File: config.mk
export PLATFORM = sky130hd
export DESIGN_NAME = pll_cal_seq
export DESIGN_NICKNAME = d
export VERILOG_FILES = /design/src/rtl/pll_cal_seq_pkg.sv /design/src/rtl/pll_cal_seq_ctrl.sv /design/src/rtl/pll_cal_seq_dp.sv /design/src/rtl/pll_cal_seq.sv
export SDC_FILE = /design/constraint.sdc
export NUM_CORES = 1
export LEC_CHECK = 0
export ABC_CLOCK_PERIOD_IN_PS = 5100
export CORE_MARGIN = 1.5
export CORE_UTILIZATION = 35
export CTS_CLUSTER_DIAMETER = 100
export CTS_CLUSTER_SIZE = 14
export DETAILED_ROUTE_END_ITERATION = 6
export HOLD_SLACK_MARGIN = 0.05
export PLACE_DENSITY = 0.73
export REMOVE_ABC_BUFFERS = 1
export SLEW_MARGIN = 5
export SYNTH_ARGS = -nofsm -noshare
export SYNTH_HDL_FRONTEND = slang
export SYNTH_SLANG_ARGS = --single-unit
File: constraint.sdc
create_clock -name clk -period 5.1 [get_ports clk]
set_input_delay 0.765 -clock clk [delete_from_list [all_inputs] [get_ports clk]]
set_output_delay 0.765 -clock clk [all_outputs]
set_load 0.05 [all_outputs]
File: src/rtl/pll_cal_seq_pkg.sv
package pll_cal_seq_pkg;

  typedef enum logic [2:0] {
    ST_IDLE, ST_VCO, ST_RCAL, ST_PULSE, ST_SETTLE, ST_POLL
  } seqState_t;

  // strobes from control to datapath
  typedef struct packed {
    logic clrAll;
    logic loadCfg;
    logic setVco;
    logic setRcal;
    logic clrRcal;
    logic setDone;
    logic setTimeout;
    logic setError;
  } seqStrobe_t;

  localparam logic [1:0] REV_NARROW = 2'd0;
  localparam logic [1:0] REV_WIDE   = 2'd1;

  localparam int DIV_W      = 14;
  localparam int FB_W_N     = 8;
  localparam int REF_SH_N   = 8;
  localparam int REF_W_N    = 4;
  localparam int FB_W_W     = 9;
  localparam int REF_SH_W   = 9;
  localparam int REF_W_W    = 5;
  localparam int FB_VAL     = 240;
  localparam int REF_VAL    = 13;

  localparam logic [DIV_W-1:0] DIV_WORD_N =
    DIV_W'(((REF_VAL % (1 << REF_W_N)) << REF_SH_N) | (FB_VAL % (1 << FB_W_N)));
  localparam logic [DIV_W-1:0] DIV_WORD_W =
    DIV_W'(((REF_VAL % (1 << REF_W_W)) << REF_SH_W) | (FB_VAL % (1 << FB_W_W)));

  typedef struct packed {
    logic [DIV_W-1:0] pllDiv;
    logic             pllPowerUp;
    logic             lockBypass;
    logic [2:0]       cpCurrent;
    logic [2:0]       vcoGain;
    logic [1:0]       calVolt;
    logic [2:0]       impThresh;
    logic [1:0]       txSupply;
    logic [2:0]       txAmp;
    logic [3:0]       clkPhase;
    logic [1:0]       slewRate;
    logic [3:0]       squelchThresh;
    logic             anaPowerUp;
    logic             otgPowerUp;
  } phyCfg_t;

  typedef struct packed {
    logic vcoCalStart;
    logic rcalStart;
    logic done;
    logic timedOut;
    logic revError;
  } seqStat_t;

endpackage

File: src/rtl/pll_cal_seq_ctrl.sv
module pll_cal_seq_ctrl
  import pll_cal_seq_pkg::*;
#(
  parameter int VCO_WAIT    = 200,
  parameter int RCAL_WAIT   = 400,
  parameter int RCAL_PULSE  = 40,
  parameter int SETTLE_WAIT = 400,
  parameter int POLL_PERIOD = 1000,
  parameter int MAX_POLLS   = 100
) (
  input  logic       clk,
  input  logic       rst,
  input  logic       usTick,
  input  logic       start,
  input  logic [1:0] revSel,
  input  logic       pllReady,
  output logic       busy,
  output seqStrobe_t strb
);

  localparam int LONG_A  = (VCO_WAIT > RCAL_WAIT) ? VCO_WAIT : RCAL_WAIT;
  localparam int LONG_B  = (RCAL_PULSE > SETTLE_WAIT) ? RCAL_PULSE : SETTLE_WAIT;
  localparam int LONG_C  = (LONG_A > LONG_B) ? LONG_A : LONG_B;
  localparam int LONGEST = (LONG_C > POLL_PERIOD) ? LONG_C : POLL_PERIOD;
  localparam int CNT_W   = $clog2(LONGEST + 1);
  localparam int IDX_W   = $clog2(MAX_POLLS + 1);

  seqState_t        state, nxt;
  logic [CNT_W-1:0] cnt;
  logic [CNT_W-1:0] phaseLen;
  logic [IDX_W-1:0] pollIdx;
  logic             checkDue;
  logic             windowEnd;
  logic             revOk;

  always_comb begin
    case (state)
      ST_VCO:    phaseLen = CNT_W'(VCO_WAIT);
      ST_RCAL:   phaseLen = CNT_W'(RCAL_WAIT);
      ST_PULSE:  phaseLen = CNT_W'(RCAL_PULSE);
      ST_SETTLE: phaseLen = CNT_W'(SETTLE_WAIT);
      ST_POLL:   phaseLen = CNT_W'(POLL_PERIOD);
      default:   phaseLen = CNT_W'(1);
    endcase
  end

  assign windowEnd = usTick && (cnt == phaseLen - CNT_W'(1));
  assign revOk     = (revSel == REV_NARROW) || (revSel == REV_WIDE);
  assign busy      = (state != ST_IDLE);

  always_comb begin
    strb = '0;
    nxt  = state;
    case (state)
      ST_IDLE: if (start) begin
        strb.clrAll = 1'b1;
        if (revOk) begin
          strb.loadCfg = 1'b1;
          nxt          = ST_VCO;
        end else begin
          strb.setError = 1'b1;
        end
      end
      ST_VCO: if (windowEnd) begin
        strb.setVco = 1'b1;
        nxt         = ST_RCAL;
      end
      ST_RCAL: if (windowEnd) begin
        strb.setRcal = 1'b1;
        nxt          = ST_PULSE;
      end
      ST_PULSE: if (windowEnd) begin
        strb.clrRcal = 1'b1;
        nxt          = ST_SETTLE;
      end
      ST_SETTLE: if (windowEnd) nxt = ST_POLL;
      ST_POLL: if (checkDue) begin
        if (pllReady) begin
          strb.setDone = 1'b1;
          nxt          = ST_IDLE;
        end else if (pollIdx == IDX_W'(MAX_POLLS)) begin
          strb.setTimeout = 1'b1;
          nxt             = ST_IDLE;
        end
      end
      default: nxt = ST_IDLE;
    endcase
  end

  always_ff @(posedge clk) begin
    if (rst) begin
      state    <= ST_IDLE;
      cnt      <= '0;
      pollIdx  <= '0;
      checkDue <= 1'b0;
    end else begin
      state <= nxt;
      if (nxt != state) begin
        cnt      <= '0;
        pollIdx  <= '0;
        checkDue <= (nxt == ST_POLL);
      end else if (state == ST_POLL && checkDue) begin
        checkDue <= 1'b0;
        pollIdx  <= pollIdx + IDX_W'(1);
      end else if (state != ST_IDLE && usTick) begin
        if (windowEnd) begin
          cnt      <= '0;
          checkDue <= (state == ST_POLL);
        end else begin
          cnt <= cnt + CNT_W'(1);
        end
      end
    end
  end

endmodule

File: src/rtl/pll_cal_seq_dp.sv
module pll_cal_seq_dp
  import pll_cal_seq_pkg::*;
(
  input  logic       clk,
  input  logic       rst,
  input  seqStrobe_t strb,
  input  logic [1:0] revSel,
  output phyCfg_t    cfg,
  output seqStat_t   stat
);

  phyCfg_t loadVal;

  always_comb begin
    loadVal               = '0;
    loadVal.pllDiv        = (revSel == REV_WIDE) ? DIV_WORD_W : DIV_WORD_N;
    loadVal.pllPowerUp    = 1'b1;
    loadVal.lockBypass    = 1'b1;
    loadVal.cpCurrent     = 3'd3;
    loadVal.vcoGain       = 3'd3;
    loadVal.calVolt       = 2'd3;
    loadVal.impThresh     = 3'd2;
    loadVal.txSupply      = 2'd3;
    loadVal.txAmp         = 3'd4;
    loadVal.clkPhase      = 4'd4;
    loadVal.slewRate      = 2'd2;
    loadVal.squelchThresh = 4'hA;
    loadVal.anaPowerUp    = 1'b1;
    loadVal.otgPowerUp    = 1'b1;
  end

  always_ff @(posedge clk) begin
    if (rst) begin
      cfg  <= '0;
      stat <= '0;
    end else begin
      if (strb.clrAll) begin
        cfg  <= '0;
        stat <= '0;
      end
      if (strb.loadCfg)    cfg <= loadVal;
      if (strb.setVco)     stat.vcoCalStart <= 1'b1;
      if (strb.setRcal)    stat.rcalStart   <= 1'b1;
      if (strb.clrRcal)    stat.rcalStart   <= 1'b0;
      if (strb.setDone)    stat.done        <= 1'b1;
      if (strb.setTimeout) stat.timedOut    <= 1'b1;
      if (strb.setError)   stat.revError    <= 1'b1;
    end
  end

endmodule

File: src/rtl/pll_cal_seq.sv
module pll_cal_seq
  import pll_cal_seq_pkg::*;
#(
  parameter int VCO_WAIT    = 200,
  parameter int RCAL_WAIT   = 400,
  parameter int RCAL_PULSE  = 40,
  parameter int SETTLE_WAIT = 400,
  parameter int POLL_PERIOD = 1000,
  parameter int MAX_POLLS   = 100
) (
  input  logic        clk,
  input  logic        rst,
  input  logic        usTick,
  input  logic        start,
  input  logic [1:0]  revSel,
  input  logic        pllReady,
  output logic [13:0] pllDiv,
  output logic        pllPowerUp,
  output logic        lockBypass,
  output logic [2:0]  cpCurrent,
  output logic [2:0]  vcoGain,
  output logic [1:0]  calVolt,
  output logic        vcoCalStart,
  output logic        rcalStart,
  output logic [2:0]  impThresh,
  output logic [1:0]  txSupply,
  output logic [2:0]  txAmp,
  output logic [3:0]  clkPhase,
  output logic [1:0]  slewRate,
  output logic [3:0]  squelchThresh,
  output logic        anaPowerUp,
  output logic        otgPowerUp,
  output logic        busy,
  output logic        done,
  output logic        timedOut,
  output logic        revError
);

  seqStrobe_t strb;
  phyCfg_t    cfg;
  seqStat_t   stat;

  pll_cal_seq_ctrl #(
    .VCO_WAIT   (VCO_WAIT),
    .RCAL_WAIT  (RCAL_WAIT),
    .RCAL_PULSE (RCAL_PULSE),
    .SETTLE_WAIT(SETTLE_WAIT),
    .POLL_PERIOD(POLL_PERIOD),
    .MAX_POLLS  (MAX_POLLS)
  ) ctrl_i (
    .clk     (clk),
    .rst     (rst),
    .usTick  (usTick),
    .start   (start),
    .revSel  (revSel),
    .pllReady(pllReady),
    .busy    (busy),
    .strb    (strb)
  );

  pll_cal_seq_dp dp_i (
    .clk   (clk),
    .rst   (rst),
    .strb  (strb),
    .revSel(revSel),
    .cfg   (cfg),
    .stat  (stat)
  );

  assign pllDiv        = cfg.pllDiv;
  assign pllPowerUp    = cfg.pllPowerUp;
  assign lockBypass    = cfg.lockBypass;
  assign cpCurrent     = cfg.cpCurrent;
  assign vcoGain       = cfg.vcoGain;
  assign calVolt       = cfg.calVolt;
  assign impThresh     = cfg.impThresh;
  assign txSupply      = cfg.txSupply;
  assign txAmp         = cfg.txAmp;
  assign clkPhase      = cfg.clkPhase;
  assign slewRate      = cfg.slewRate;
  assign squelchThresh = cfg.squelchThresh;
  assign anaPowerUp    = cfg.anaPowerUp;
  assign otgPowerUp    = cfg.otgPowerUp;
  assign vcoCalStart   = stat.vcoCalStart;
  assign rcalStart     = stat.rcalStart;
  assign done          = stat.done;
  assign timedOut      = stat.timedOut;
  assign revError      = stat.revError;

endmodule

After elaboration in Yosys (flattened, before gate mapping)
Index checks and enable logic that the tools add are counted.
{"block": "totals", "input_bits": 7, "ff_bits": 58}
{"block": "op_classes", "bitwise_logic": 1, "eq_ne": 10, "addsub": 3, "n_mux": 40, "n_reduce_logical": 20}
{"cell": "44-bit 2-to-1 mux", "count": 2}
{"cell": "10-bit one-hot mux with 4 select lines", "count": 1}
{"cell": "3-bit 2-to-1 mux", "count": 9}
{"cell": "1-bit 2-to-1 mux", "count": 20}
{"cell": "3-bit one-hot mux with 6 select lines", "count": 1}
{"cell": "13-bit 2-to-1 mux", "count": 1}
{"cell": "2-bit nonzero test", "count": 6}
{"cell": "10-bit by 1-bit adder with 10-bit output, second input constant", "count": 1}
{"cell": "10-bit equality test", "count": 1}
{"cell": "10-bit 2-to-1 mux", "count": 1}
{"cell": "10-bit by 1-bit subtractor with 10-bit output, second input constant", "count": 1}
{"cell": "3-bit equality test, second input constant", "count": 3}
{"cell": "3-bit nonzero test", "count": 3}
{"cell": "2-bit 2-to-1 mux", "count": 4}
{"cell": "7-bit by 1-bit adder with 7-bit output, second input constant", "count": 1}
{"cell": "7-bit equality test, second input constant", "count": 1}
{"cell": "3-bit by 2-bit equality test with 1-bit output, second input constant", "count": 2}
{"cell": "2-bit OR reduction", "count": 3}
{"cell": "5-bit 2-to-1 mux", "count": 1}
{"cell": "2-bit AND reduction", "count": 2}
{"cell": "3-bit by 1-bit equality test with 1-bit output, second input constant", "count": 1}
{"cell": "1-bit logical AND", "count": 3}
{"cell": "3-bit zero test", "count": 1}
{"cell": "3-bit != test", "count": 1}
{"cell": "other kinds (4)", "count": 4}

Depth between registers and ports, before layout
Gate-level depths: netlist of run 1.
{"block": "depth", "depth_word": 11, "mapped_depth": 10, "depth_no_buf": 9}

By module
A second synthesis of run 1 with hierarchy kept.
{"block": "hier_totals", "hier_cells": 242, "hier_area_um2": 1991.9}
{"module": "pll_cal_seq_ctrl", "seq_area_each_um2": 420.4, "cells_per_inst": 167, "instances": 1, "area_per_inst_um2": 1371.3}
{"module": "pll_cal_seq_dp", "seq_area_each_um2": 160.2, "cells_per_inst": 75, "instances": 1, "area_per_inst_um2": 620.6}

Worst setup path after synthesis of run 1
No wires, ideal clock.
{"block": "synth_timing", "path_kind": "register -> register", "start": "register ctrl_i.state[0]", "end": "register ctrl_i.checkDue", "path_buffers": 2, "setup_slack_ns": 2.579, "arrival_time_ns": 2.441, "setup_ns": 0.079, "stages_incl_launch_ff": 11, "path_cell_list": "dfxtp_1 > buf_4 > nor3_4 > inv_2 > a2111oi_4 > o2111ai_1 > nor4b_4 > buf_6 > a31oi_1 > a211o_1 > a211oi_2"}
{"block": "synth_via", "word_cells_on_any_way": 33, "cone_classes": "add/sub: 1; eq/ne: 8; mux: 15; reduce/logical: 9"}
{"item": "start, declared", "line": "pll_cal_seq_ctrl.sv:28", "source": "seqState_t state, nxt;"}
{"item": "start signal, assigned", "line": "pll_cal_seq_ctrl.sv:97", "source": "state <= nxt;"}
{"item": "3-bit nonzero test"}
{"item": "via busy", "line": "pll_cal_seq.sv:33", "source": "output logic busy,"}
{"item": "1-bit logical AND", "line": "pll_cal_seq_ctrl.sv:105", "source": "end else if (state != ST_IDLE && usTick) begin"}
{"item": "3-bit nonzero test (no line)"}
{"item": "2-bit AND reduction (no line)"}
{"item": "end signal, assigned", "line": "pll_cal_seq_ctrl.sv:101", "source": "checkDue <= (nxt == ST_POLL);"}
{"item": "end signal, assigned", "line": "pll_cal_seq_ctrl.sv:108", "source": "checkDue <= (state == ST_POLL);"}
{"item": "end, declared", "line": "pll_cal_seq_ctrl.sv:32", "source": "logic checkDue;"}
The timed path passes the listed nets, and every way through them passes these cells. The select of a mux whose other input is x is not followed.
A chain may end at the register's enable or synchronous reset.

Worst setup path after layout of run 1
{"block": "layout_timing", "start": "register ctrl_i.state[1]", "end": "register ctrl_i.checkDue"}
{"block": "layout_via", "elab_chain_cells": 11, "word_cells_on_any_way": 33, "cone_classes": "add/sub: 1; eq/ne: 8; mux: 15; reduce/logical: 9"}
{"item": "3-bit by 2-bit equality test with 1-bit output or 3-bit equality test (tied branches)", "line": "pll_cal_seq_ctrl.sv:37, pll_cal_seq_ctrl.sv:54"}
{"item": "2-bit OR reduction (no line)"}
{"item": "10-bit one-hot mux with 4 select lines", "line": "pll_cal_seq_ctrl.sv:37", "source": "case (state)"}
{"item": "10-bit by 1-bit subtractor with 10-bit output", "line": "pll_cal_seq_ctrl.sv:47", "source": "assign windowEnd = usTick && (cnt == phaseLen - CNT_W'(1));"}
{"item": "10-bit equality test", "line": "pll_cal_seq_ctrl.sv:47"}
{"item": "1-bit logical AND", "line": "pll_cal_seq_ctrl.sv:47"}
{"item": "3-bit 2-to-1 mux (on tied branches)"}
{"item": "3-bit one-hot mux with 6 select lines", "line": "pll_cal_seq_ctrl.sv:54", "source": "case (state)"}
{"item": "3-bit != test", "line": "pll_cal_seq_ctrl.sv:98", "source": "if (nxt != state) begin"}
{"item": "3-bit nonzero test (no line)"}
{"item": "2-bit AND reduction (no line)"}
Parallel ways exist; a longest one is shown, timed or not. The select of a mux whose other input is x is not followed.

==> flow_summary.json, run 1 <==
{
  "status": "finished clean",
  "gp_congestion": 0.843,
  "r2r_cells": 8,
  "globalRouteMet1Util_pct": 14.9,
  "min_period_ns": 3.06,
  "fmax_ghz": 0.327,
  "grt_pass1_vias": 1311,
  "regArea_um2": 581,
  "worst_pin_slew_ns": 0.665,
  "multi_input_area_um2": 996,
  "whs_path_depth": 2,
  "ys_warn_count": 0,
  "skew_ns": 0.00568,
  "hold_buffers": 0,
  "drv_slew": 0,
  "cp_slowest_stage_delay_ns": 0.67,
  "rr_endpoint": "ctrl_i.checkDue",
  "finalCritPeriodShare_pct": 59.9,
  "die_x_um": 76.4,
  "post_cts_buffers": 0,
  "p_per_area_mw_per_mm2": 309,
  "grt_pass1_wl_mm": 6.22,
  "hold_path_class": "flop to flop",
  "finalSetupViolCount": 0,
  "syn_area_mm2": 0.00189,
  "cp_num_buf_inv": 1,
  "die_area_mm2": 0.00584,
  "p_leak_nw": 0.779,
  "grtUsageMet2_pct": 22.8,
  "die_h_um": 76.4,
  "rsz0062_at_grt": "false",
  "root_buffer": "clkbuf_8",
  "ir_worst_vdd_v": 0.000123,
  "relSlewSlack_pct": 55.6,
  "num_rows": 26,
  "core_area_mm2": 0.00514,
  "htree_levels": 2,
  "min_to": "dp_i.stat[0]",
  "critPathLaunch": "ctrl_i.state[1]",
  "via_per_inst": 4.69,
  "clockBufferDepth": 2,
  "path_cells": "nor3_4 > inv_2 > a2111oi_4 > o2111ai_1 > nor4b_4 > mux2i_1 > a211o_1 > a211oi_2",
  "numPortBuffers": 39,
  "grt_max_degree": 25,
  "hold_path.startpoint": "dp_i.stat[0]",
  "finalSetupTns_ns": 0,
  "met3_usage_pct": 5.03,
  "antenna_cells": 0,
  "wl_mm": 3.77,
  "dp_slack_ns": 1.96,
  "crit_type": "flop to flop",
  "ios": 57,
  "firstDrtPassIters": 4,
  "maxCapViolCount": 0,
  "drive_gt1_share_pct": 4.90,
  "drc": 0,
  "clk_latency_ns": 0.27,
  "clk_pin_slew_ns": 0.06,
  "cts_sinks": 29,
  "setup.worst_path.start_class": "flop",
  "ys_seq_area_share_pct": 30.8,
  "ff2ff_setup_slack_ns": 2.04,
  "r2r_start": "ctrl_i.state[1]",
  "cts_resized": 0,
  "fill_cells": 528,
  "dp_hpwl_mm": 2.76,
  "ys_ff_latch": 29,
  "cts_tree": "yes",
  "setup_ws_ns": 2.04,
  "hold_violations": 0,
  "cts_buffers": 5,
  "critical_path.top_delay_family": "compound AO/OA/AOI/OAI gates",
  "wire_per_inst_um": 12.0,
  "synth.distinct_cells": 43,
  "crit_arrival_ns": 3.25,
  "num_vias": 1478,
  "finalNetCount": 255,
  "drt_iter0_markers": 78,
  "crit_fanout": 14,
  "start_util_pct": 36.7,
  "antenna_found_initial": 0,
  "grt.busiest_layer": "met2",
  "end_kind": "flop",
  "synthCells": 232,
  "grt_overflow": 0,
  "ant_nets": 0,
  "synthToLayoutAreaGrowth_pct": 14.5,
  "avgSynthCellArea_um2": 8.13,
  "track_usage_pct": 13.2,
  "critPathSlowestCell": "nor4b_4",
  "cp.required_ns": 5.29
}
[worst reg2reg max path: cells and delay by family, from the launching register on]
family / cells / cell delay, ns
AO/OA/AOI/OAI: 4 / 1.09
AND/OR/NAND/NOR: 2 / 1.05
flip-flops: 1 / 0.48
multiplexers: 1 / 0.22
buffers and inverters: 1 / 0.14
[state kept, by name, indices dropped and copies added, names as in the netlist]
signal / cells
ctrl_i.state: 3
dp_i.cfg: 3
dp_i.stat: 5
ctrl_i.cnt: 10
ctrl_i.checkDue: 1
ctrl_i.pollIdx: 7
[power breakdown]
part           internal (mW)  leakage, nW  total [mW]  switching, mW
sequential             0.233        0.235       0.249         0.0161
clock                  0.107       0.0443       0.187         0.0804
combinational         0.0697        0.500       0.230          0.160
[kinds of logic (layout without fill, tap and decap cells)]
| group | Yosys count | after routing | share of synthesized area (%) |
|---|---|---|---|
| AOI/OAI and AO/OA | 37 | 37 | 14.6 |
| xor gates and xnor gates | 19 | 19 | 8.82 |
| adders and majority gates | 3 | 3 | 1.99 |
| buffers and inverters | 54 | 51 | 19.6 |
| DFF | 29 | 29 | 30.8 |
| muxes | 2 | 2 | 1.06 |
| other | 1 | 17 | 0.199 |
| and+or+nand+nor | 87 | 87 | 22.9 |
[how the worst max path moves through the flow]
stage / endpoint / slack, ns / cells past startpoint
after floorplan: anaPowerUp / -3.35 / 0
after global placement: ctrl_i.checkDue / 2.05 / 7
final: ctrl_i.checkDue / 2.04 / 8
after CTS: ctrl_i.checkDue / 2.04 / 8
after detailed placement: ctrl_i.checkDue / 1.96 / 7
after global routing: ctrl_i.checkDue / 1.80 / 8
[synth_stat cells]
library cell,number,area [µm²]
inv_2,1,3.75
a211oi_2,1,12.5
nand4_1,1,6.26
o31ai_1,1,7.51
o21bai_2,1,11.3
buf_4,42,315
o22ai_1,3,18.8
a32oi_1,2,17.5
nor2b_1,4,25.0
mux2i_1,2,20.0
o21a_1,3,22.5
buf_6,1,11.3
xnor2_1,11,96.3
nand3_1,7,35.0
nor4b_1,1,8.76
nand4b_1,1,8.76
a2111oi_4,1,27.5
clkbuf_1,4,15.0
nor3b_1,3,22.5
nor3_1,6,30.0
nand2_1,22,82.6
a2bb2oi_1,2,17.5
ha_1,3,37.5
nand2b_1,3,18.8
o32ai_1,1,8.76
nor4b_4,1,23.8
o2111ai_1,1,8.76
o21ai_0,4,20.0
a22oi_1,1,7.51
a211o_1,1,8.76
a31oi_1,2,12.5
nor2_1,31,116
and2b_1,1,7.51
nor3_4,1,16.3
a211oi_1,2,15.0
a21oi_1,10,50.1
conb_1,1,3.75
dfxtp_1,29,581
buf_2,2,10.0
inv_1,4,15.0
a311oi_1,1,8.76
and3_1,5,31.3
xor2_1,8,70.1
[cell type report]
class / instances / area share, %
Sequential cell: 29 / 26.9
Timing Repair Buffer: 39 / 18.1
Multi-Input combinational cell: 165 / 46.1
Clock buffer: 7 / 4.00
Inverter: 5 / 0.869
Tap cell: 70 / 4.06
[routing by layer]
layer  up-vias  part of all wire, %
li1        758                    -
met2        37                   51
met5         -                    0
met4         0                  1.2
met3         4                  3.4
met1       679                   45
[placed cells by master, fill, tap and decap left out, types with 2 or more instances in the layout]
cell	n
a2bb2oi_1	2
xnor2_1	11
ha_1	3
nand2_1	22
clkdlybuf4s50_1	39
conb_1	17
a211oi_1	2
a31oi_1	2
a21oi_1	10
dfxtp_1	29
nor3_1	6
a32oi_1	2
inv_1	4
o21a_1	3
nand2b_1	3
o22ai_1	3
xor2_1	8
and3_1	5
nand3_1	7
nor3b_1	3
o21ai_0	4
mux2i_1	2
nor2_1	31
clkbuf_8	6
nor2b_1	4
[through the flow]
| stage | cell area, µm² | util [%] | power, mW | hold WS [ns] | cells |
|---|---|---|---|---|---|
| 3_3_place_gp | 2070 | 40.3 | 0.482 | 0.441 | 308 |
| 2_1_floorplan | 1600 | - | 0.418 | 0.453 | 199 |
| 3_5_place_dp | 2070 | 40.3 | 0.485 | 0.464 | 308 |
| 4_1_cts | 2160 | 42.0 | 0.674 | 0.473 | 315 |
| 5_1_grt | 2160 | 42.0 | 0.699 | 0.505 | 315 |
| 6_report | 2160 | 42.0 | 0.666 | 0.463 | 315 |
(Power assumes the default switching activity.)
==> run 2: changes to the inputs <==
--- a/config.mk
+++ b/config.mk
@@ -5,7 +5,7 @@
 export SDC_FILE = /design/constraint.sdc
 export NUM_CORES = 1
 export LEC_CHECK = 0
-export ABC_CLOCK_PERIOD_IN_PS = 5100
+export ABC_CLOCK_PERIOD_IN_PS = 2900
 export CORE_MARGIN = 1.5
 export CORE_UTILIZATION = 35
 export CTS_CLUSTER_DIAMETER = 100
==> constraint.sdc (replaced) <==
create_clock -name clk -period 2.9 [get_ports clk]
set_input_delay 0.435 -clock clk [delete_from_list [all_inputs] [get_ports clk]]
set_output_delay 0.435 -clock clk [all_outputs]
set_load 0.05 [all_outputs]
==> run 2 against run 1 <==
Effect of this change:
- register-to-register slack got worse by 1.7 ns
- setup slack got worse by 1.7 ns
- final cell count increased by 1.6%
==> flow_summary.json, run 2 (synthesis results as in run 1) <==
{
  "status": "finished clean",
  "antenna_cells": 0,
  "dp_hpwl_mm": 2.80,
  "critical_path.top_delay_family": "compound AO/OA/AOI/OAI gates",
  "start_util_pct": 36.7,
  "hold_path_class": "flop to flop",
  "final_util_pct": 42.7,
  "core_area_mm2": 0.00514,
  "place_inst": 313,
  "path_cells": "nor3_4 > inv_2 > a2111oi_4 > o2111ai_1 > nor4b_4 > buf_4 > mux2i_1 > a211o_1 > a211oi_2",
  "end_kind": "flop",
  "fmax_ghz": 0.394,
  "wire_per_inst_um": 11.8,
  "reg_top3": "ctrl_i.cnt (10), ctrl_i.pollIdx (7), dp_i.stat (5)",
  "grt_pass1_wl_mm": 6.53,
  "maxCapViolCount": 0,
  "wl_met3_um": 135,
  "track_usage_pct": 14.1,
  "die_x_um": 76.4,
  "root_buffer": "clkbuf_8",
  "largest_reg_flops": 10,
  "drv_slew": 0,
  "antenna_found_initial": 0,
  "grt_overflow": 0,
  "numPortBuffers": 39,
  "num_rows": 26,
  "ant_nets": 0,
  "skew_ns": 0.00268,
  "min_period_ns": 2.54,
  "total_power_mw": 1.18,
  "cp_num_buf_inv": 2,
  "worst_pin_slew_ns": 0.669,
  "r2r_cells": 9,
  "regArea_um2": 581,
  "p_leak_nw": 0.805,
  "synthToLayoutAreaGrowth_pct": 16.4,
  "gp_congestion": 0.833,
  "drt_iter0_markers": 37,
  "setup.worst_path.start_class": "flop",
  "crit_type": "flop to flop",
  "htree_levels": 2,
  "p_per_area_mw_per_mm2": 539,
  "grt_max_degree": 25,
  "post_cts_buffers": 0,
  "finalCritPeriodShare_pct": 87.6,
  "fin_cells": 320,
  "hold_slack_ns": 0.453,
  "via_per_inst": 4.69,
  "cts_buffers": 5,
  "crit_fanout": 13,
  "hold_buffers": 0,
  "drc": 0,
  "critPathSlowestCell": "dfxtp_1",
  "die_h_um": 76.4,
  "cts_sinks": 29,
  "top_signal_layer_used": "met4",
  "crit_arrival_ns": 2.75,
  "num_vias": 1502,
  "finalNetCount": 260,
  "multi_input_area_um2": 996,
  "grt_pass1_vias": 1392,
  "cp.depth": 9,
  "hold_violations": 0,
  "clockBufferDepth": 2,
  "cts_resized": 0,
  "rsz0062_at_grt": "false",
  "cp.required_ns": 3.11,
  "cp_slowest_stage_delay_ns": 0.37,
  "wl_met1_mm": 1.70,
  "clk_latency_ns": 0.28,
  "top_register": "ctrl_i.cnt",
  "cts_tree": "yes",
  "final_cell_mix": "clkdlybuf4s50_1 (39), nor2_1 (31), dfxtp_1 (29)",
  "clk_pin_slew_ns": 0.06,
  "ios": 57,
  "ir_worst_vdd_v": 0.000196,
  "drive_gt1_share_pct": 6.80,
  "wl_met2_mm": 1.83,
  "final_common_cell": "clkdlybuf4s50_1",
  "finalSetupViolCount": 0,
  "die_area_mm2": 0.00584,
  "relSlewSlack_pct": 55.3,
  "firstDrtPassIters": 4,
  "wl_mm": 3.76,
  "fill_cells": 531,
  "whs_path_depth": 2
}
[run 2: changes by cell type in the layout (fill, tap and decap cells not counted)]
cell and delta:
buf_4 +5
[run 2: cell type report]
cell class              count  share of cell area, %
multi-input cells         165                   45.3
flip-flops and latches     29                   26.4
repair buffers             44                   19.5
well taps                  70                   3.99
clock buffers               7                   3.93
inverters                   5                  0.854
[run 2: final timing paths]
| path | to | start | slack [ns] |
|---|---|---|---|
| max | ctrl_i.checkDue | ctrl_i.state[1] | 0.36 |
| min | dp_i.stat[0] | dp_i.stat[0] | 0.45 |
| max reg2reg | ctrl_i.checkDue | ctrl_i.state[1] | 0.36 |
| min reg2reg | dp_i.stat[0] | dp_i.stat[0] | 0.45 |
[run 2: power breakdown]
group	leakage [nW]	internal [mW]	total (mW)	switching [mW]
Sequential	0.235	0.410	0.432	0.0220
Combinational	0.527	0.129	0.417	0.288
Clock	0.0443	0.188	0.335	0.148
Total	0.805	0.727	1.18	0.457
[run 2: through the flow]
stage,setup slack [ns],cell area [µm²],setup TNS [ns]
finish,0.360,2200,0
global route,0.127,2200,0
CTS,0.347,2200,0
detailed placement,0.329,2110,0
global placement,0.386,2110,0
floorplan,-5.32,1600,-125.48
[run 2: worst min-delay path, stage by stage, from the launching register on]
cell and delay [ns]:
dfxtp_1 0.31, nand2_1 0.05, a21oi_1 0.05
[run 2: per-layer routing]
metal	track usage [%]	up-vias
met5	0	-
met4	7.96	0
met3	4.31	9
met2	23.0	24
met1	16.4	704
li1	-	765
==> run 3: changes to the inputs <==
--- a/config.mk
+++ b/config.mk
@@ -5,6 +5,7 @@
 export SDC_FILE = /design/constraint.sdc
 export NUM_CORES = 1
 export LEC_CHECK = 0
+export ABC_AREA = 1
 export ABC_CLOCK_PERIOD_IN_PS = 2900
 export CORE_MARGIN = 1.5
 export CORE_UTILIZATION = 35
@@ -12,8 +13,9 @@
 export CTS_CLUSTER_SIZE = 14
 export DETAILED_ROUTE_END_ITERATION = 6
 export HOLD_SLACK_MARGIN = 0.05
-export PLACE_DENSITY = 0.73
+export PLACE_DENSITY = 0.72
 export REMOVE_ABC_BUFFERS = 1
+export SKIP_CTS_REPAIR_TIMING = 1
 export SLEW_MARGIN = 5
 export SYNTH_ARGS = -nofsm -noshare
 export SYNTH_HDL_FRONTEND = slang
==> run 3 against run 2 <==
Effect of this change:
- via count rose by 12%
- maximum frequency rose by 6.8%
- non-clock buffer count fell by 5
- register-to-register slack better by 0.17 ns
- clock power shrank 1%
- area after synthesis increased by 4.7%
- combinational power is 14% lower
- critical endpoint is now otgPowerUp
- highest routed layer unchanged
==> flow_summary.json, run 3 <==
{
  "final_common_cell": "nand2_1",
  "fill_cells": 554,
  "ff2ff_setup_slack_ns": 0.53,
  "final_cell_area_mm2": 0.00227,
  "setup.worst_path.start_class": "flop",
  "yosysMostFrequentCell": "nand2_1",
  "num_vias": 1675,
  "cts_tree": "yes",
  "clk_pin_slew_ns": 0.07,
  "total_power_mw": 1.11,
  "dp_hpwl_mm": 3.00,
  "rsz0062_at_grt": "false",
  "synthToLayoutAreaGrowth_pct": 15.0,
  "clk_latency_ns": 0.29,
  "grt_overflow": 0,
  "die_x_um": 78.1,
  "finalCritPeriodShare_pct": 82.0,
  "ant_nets": 0,
  "critPathSlowestCell": "clkdlybuf4s50_1",
  "die_h_um": 78.1,
  "synth.distinct_cells": 33,
  "synth_top_area_cell": "dfxtp_1",
  "synth-main-ff-cell": "dfxtp_1",
  "gp_congestion": 0.873,
  "p_per_area_mw_per_mm2": 491,
  "multi_input_area_mm2": 0.00100,
  "relSlewSlack_pct": 57.1,
  "r2r_cells": 13,
  "hold_slack_ns": 0.465,
  "final_cell_mix": "nand2_1 (47), clkdlybuf4s50_1 (39), inv_1 (29), dfxtp_1 (29), nor2_1 (21)",
  "fmax_ghz": 0.420,
  "synth-async-reset-ratio_pct": 0,
  "worst_pin_slew_ns": 0.643,
  "yosys-top-cells-area": "dfxtp_1 (29%), buf_4 (16%), nand2_1 (8.9%)",
  "maxCapViolCount": 0,
  "synthCells": 276,
  "cp.required_ns": 2.47,
  "ys_seq_area_share_pct": 29.4,
  "min_period_ns": 2.38,
  "reg_top3": "ctrl_i.cnt (10), ctrl_i.pollIdx (7), dp_i.stat (5)",
  "wl_mm": 3.94,
  "placed_cell_area_mm2": 0.00219,
  "synth-edff-count": 0,
  "crit_type": "flop to output pin",
  "finalSetupViolCount": 0,
  "largest_reg_flops": 10,
  "drt_iter0_markers": 66,
  "ys_ff_latch": 29,
  "top_register": "ctrl_i.cnt",
  "finalNetCount": 304,
  "die_area_mm2": 0.00610,
  "min_to": "dp_i.stat[4]",
  "whs_path_depth": 2,
  "cp_slowest_stage_delay_ns": 0.93,
  "core_area_mm2": 0.00547,
  "cts_buffers": 5,
  "hold_violations": 0,
  "cp_num_buf_inv": 1,
  "syn_area_mm2": 0.00198,
  "end_kind": "output pin",
  "rr_endpoint": "ctrl_i.cnt[5]",
  "crit_arrival_ns": 1.94,
  "hold_path_class": "flop to flop",
  "avgSynthCellArea_um2": 7.16,
  "drc": 0,
  "grt_max_degree": 25,
  "drive_gt1_share_pct": 13.6,
  "track_usage_pct": 13.2,
  "ios": 57,
  "antenna_found_initial": 0,
  "hold_path.startpoint": "dp_i.stat[4]",
  "netlist.area_leader.share_pct": 29.4,
  "ys_warn_count": 0,
  "r2r_start": "ctrl_i.state[0]",
  "ir_worst_vdd_v": 0.000339,
  "antenna_cells": 0,
  "start_util_pct": 36.1,
  "num_rows": 27,
  "clockBufferDepth": 2,
  "grt_pass1_vias": 1501,
  "final_util_pct": 41.5,
  "firstDrtPassIters": 4,
  "crit_fanout": 24,
  "grt_pass1_wl_mm": 6.56,
  "wire_per_inst_um": 10.7,
  "status": "finished clean",
  "critPathLaunch": "dp_i.cfg[3]",
  "numPortBuffers": 39,
  "p_leak_nw": 0.919,
  "htree_levels": 2,
  "drv_slew": 0,
  "regArea_um2": 581,
  "root_buffer": "clkbuf_8",
  "skew_ns": 0.0105,
  "synth_common_cells": "nand2_1 (47), buf_4 (42), dfxtp_1 (29), inv_1 (29), nor2_1 (21)",
  "path_cells": "clkdlybuf4s50_1",
  "critical_path.top_delay_family": "buffers and inverters",
  "via_per_inst": 4.56,
  "cts_sinks": 29
}
-- run 3: cell count changes after synthesis, moves of 6 or more --
| cell | previous run | this run |
|---|---|---|
| nor2_1 | 31 | 21 |
| nor2_2 | 0 | 9 |
| xnor2_1 | 11 | 2 |
| nor3_1 | 6 | 12 |
| nand2_2 | 0 | 8 |
| nand4_1 | 1 | 7 |
| nand2_1 | 22 | 47 |
| nand3_1 | 7 | 19 |
| inv_1 | 4 | 29 |
-- run 3: metal layers --
metal | wire [µm] | vias up | part of all wire, % | track usage (%)
met5 | 0 | - | 0 | 0
met4 | 72 | 0 | 1.8 | 4.29
met3 | 218 | 8 | 5.5 | 3.84
met2 | 1870 | 58 | 48 | 22.3
met1 | 1770 | 755 | 45 | 16.0
li1 | - | 854 | - | -
-- run 3: cell type report --
cell class / instances / area share, %
repair buffers: 39 / 17.2
clock inverters: 3 / 0.771
clock buffers: 5 / 3.03
multi-input cells: 186 / 44.1
well taps: 72 / 3.96
flip-flops and latches: 29 / 25.6
inverters: 33 / 5.45
-- run 3: how the worst max path moves through the flow --
stage	end	slack, ns	cells past startpoint
floorplan	dp_i.cfg[3]	-5.35	2
global placement	ctrl_i.cnt[6]	0.46	14
detailed placement	ctrl_i.cnt[9]	0.36	14
CTS	otgPowerUp	0.49	1
global route	ctrl_i.cnt[9]	0.19	13
finish	otgPowerUp	0.52	1
-- run 3: tightest hold or removal path, stage by stage, from the launching register on --
cell and delay [ns]:
dfxtp_1 0.31, nand2_1 0.06, a21oi_1 0.05
-- run 3: per-stage QoR --
step,cells,setup WS [ns],TNS [ns]
2_1_floorplan,248,-5.35,-125.50
5_1_grt,367,0.192,0
3_5_place_dp,359,0.355,0
4_1_cts,367,0.491,0
6_report,367,0.522,0
3_3_place_gp,359,0.460,0
-- run 3: power by group --
group	internal, mW	leakage, nW	switching (mW)
Combinational	0.0942	0.641	0.265
Clock	0.165	0.0439	0.165
Sequential	0.408	0.235	0.0173
Total	0.668	0.919	0.447
-- run 3: cells by family after synthesis --
kind of cell | count (synthesis) | share of synthesized area (%)
DFF | 29 | 29.4
buffers and inverters | 77 | 23.0
other | 1 | 0.190
adders and majority gates | 3 | 1.90
xor gates and xnor gates | 12 | 5.70
and+or+nand+nor | 133 | 33.1
AOI/OAI and AO/OA | 21 | 6.71
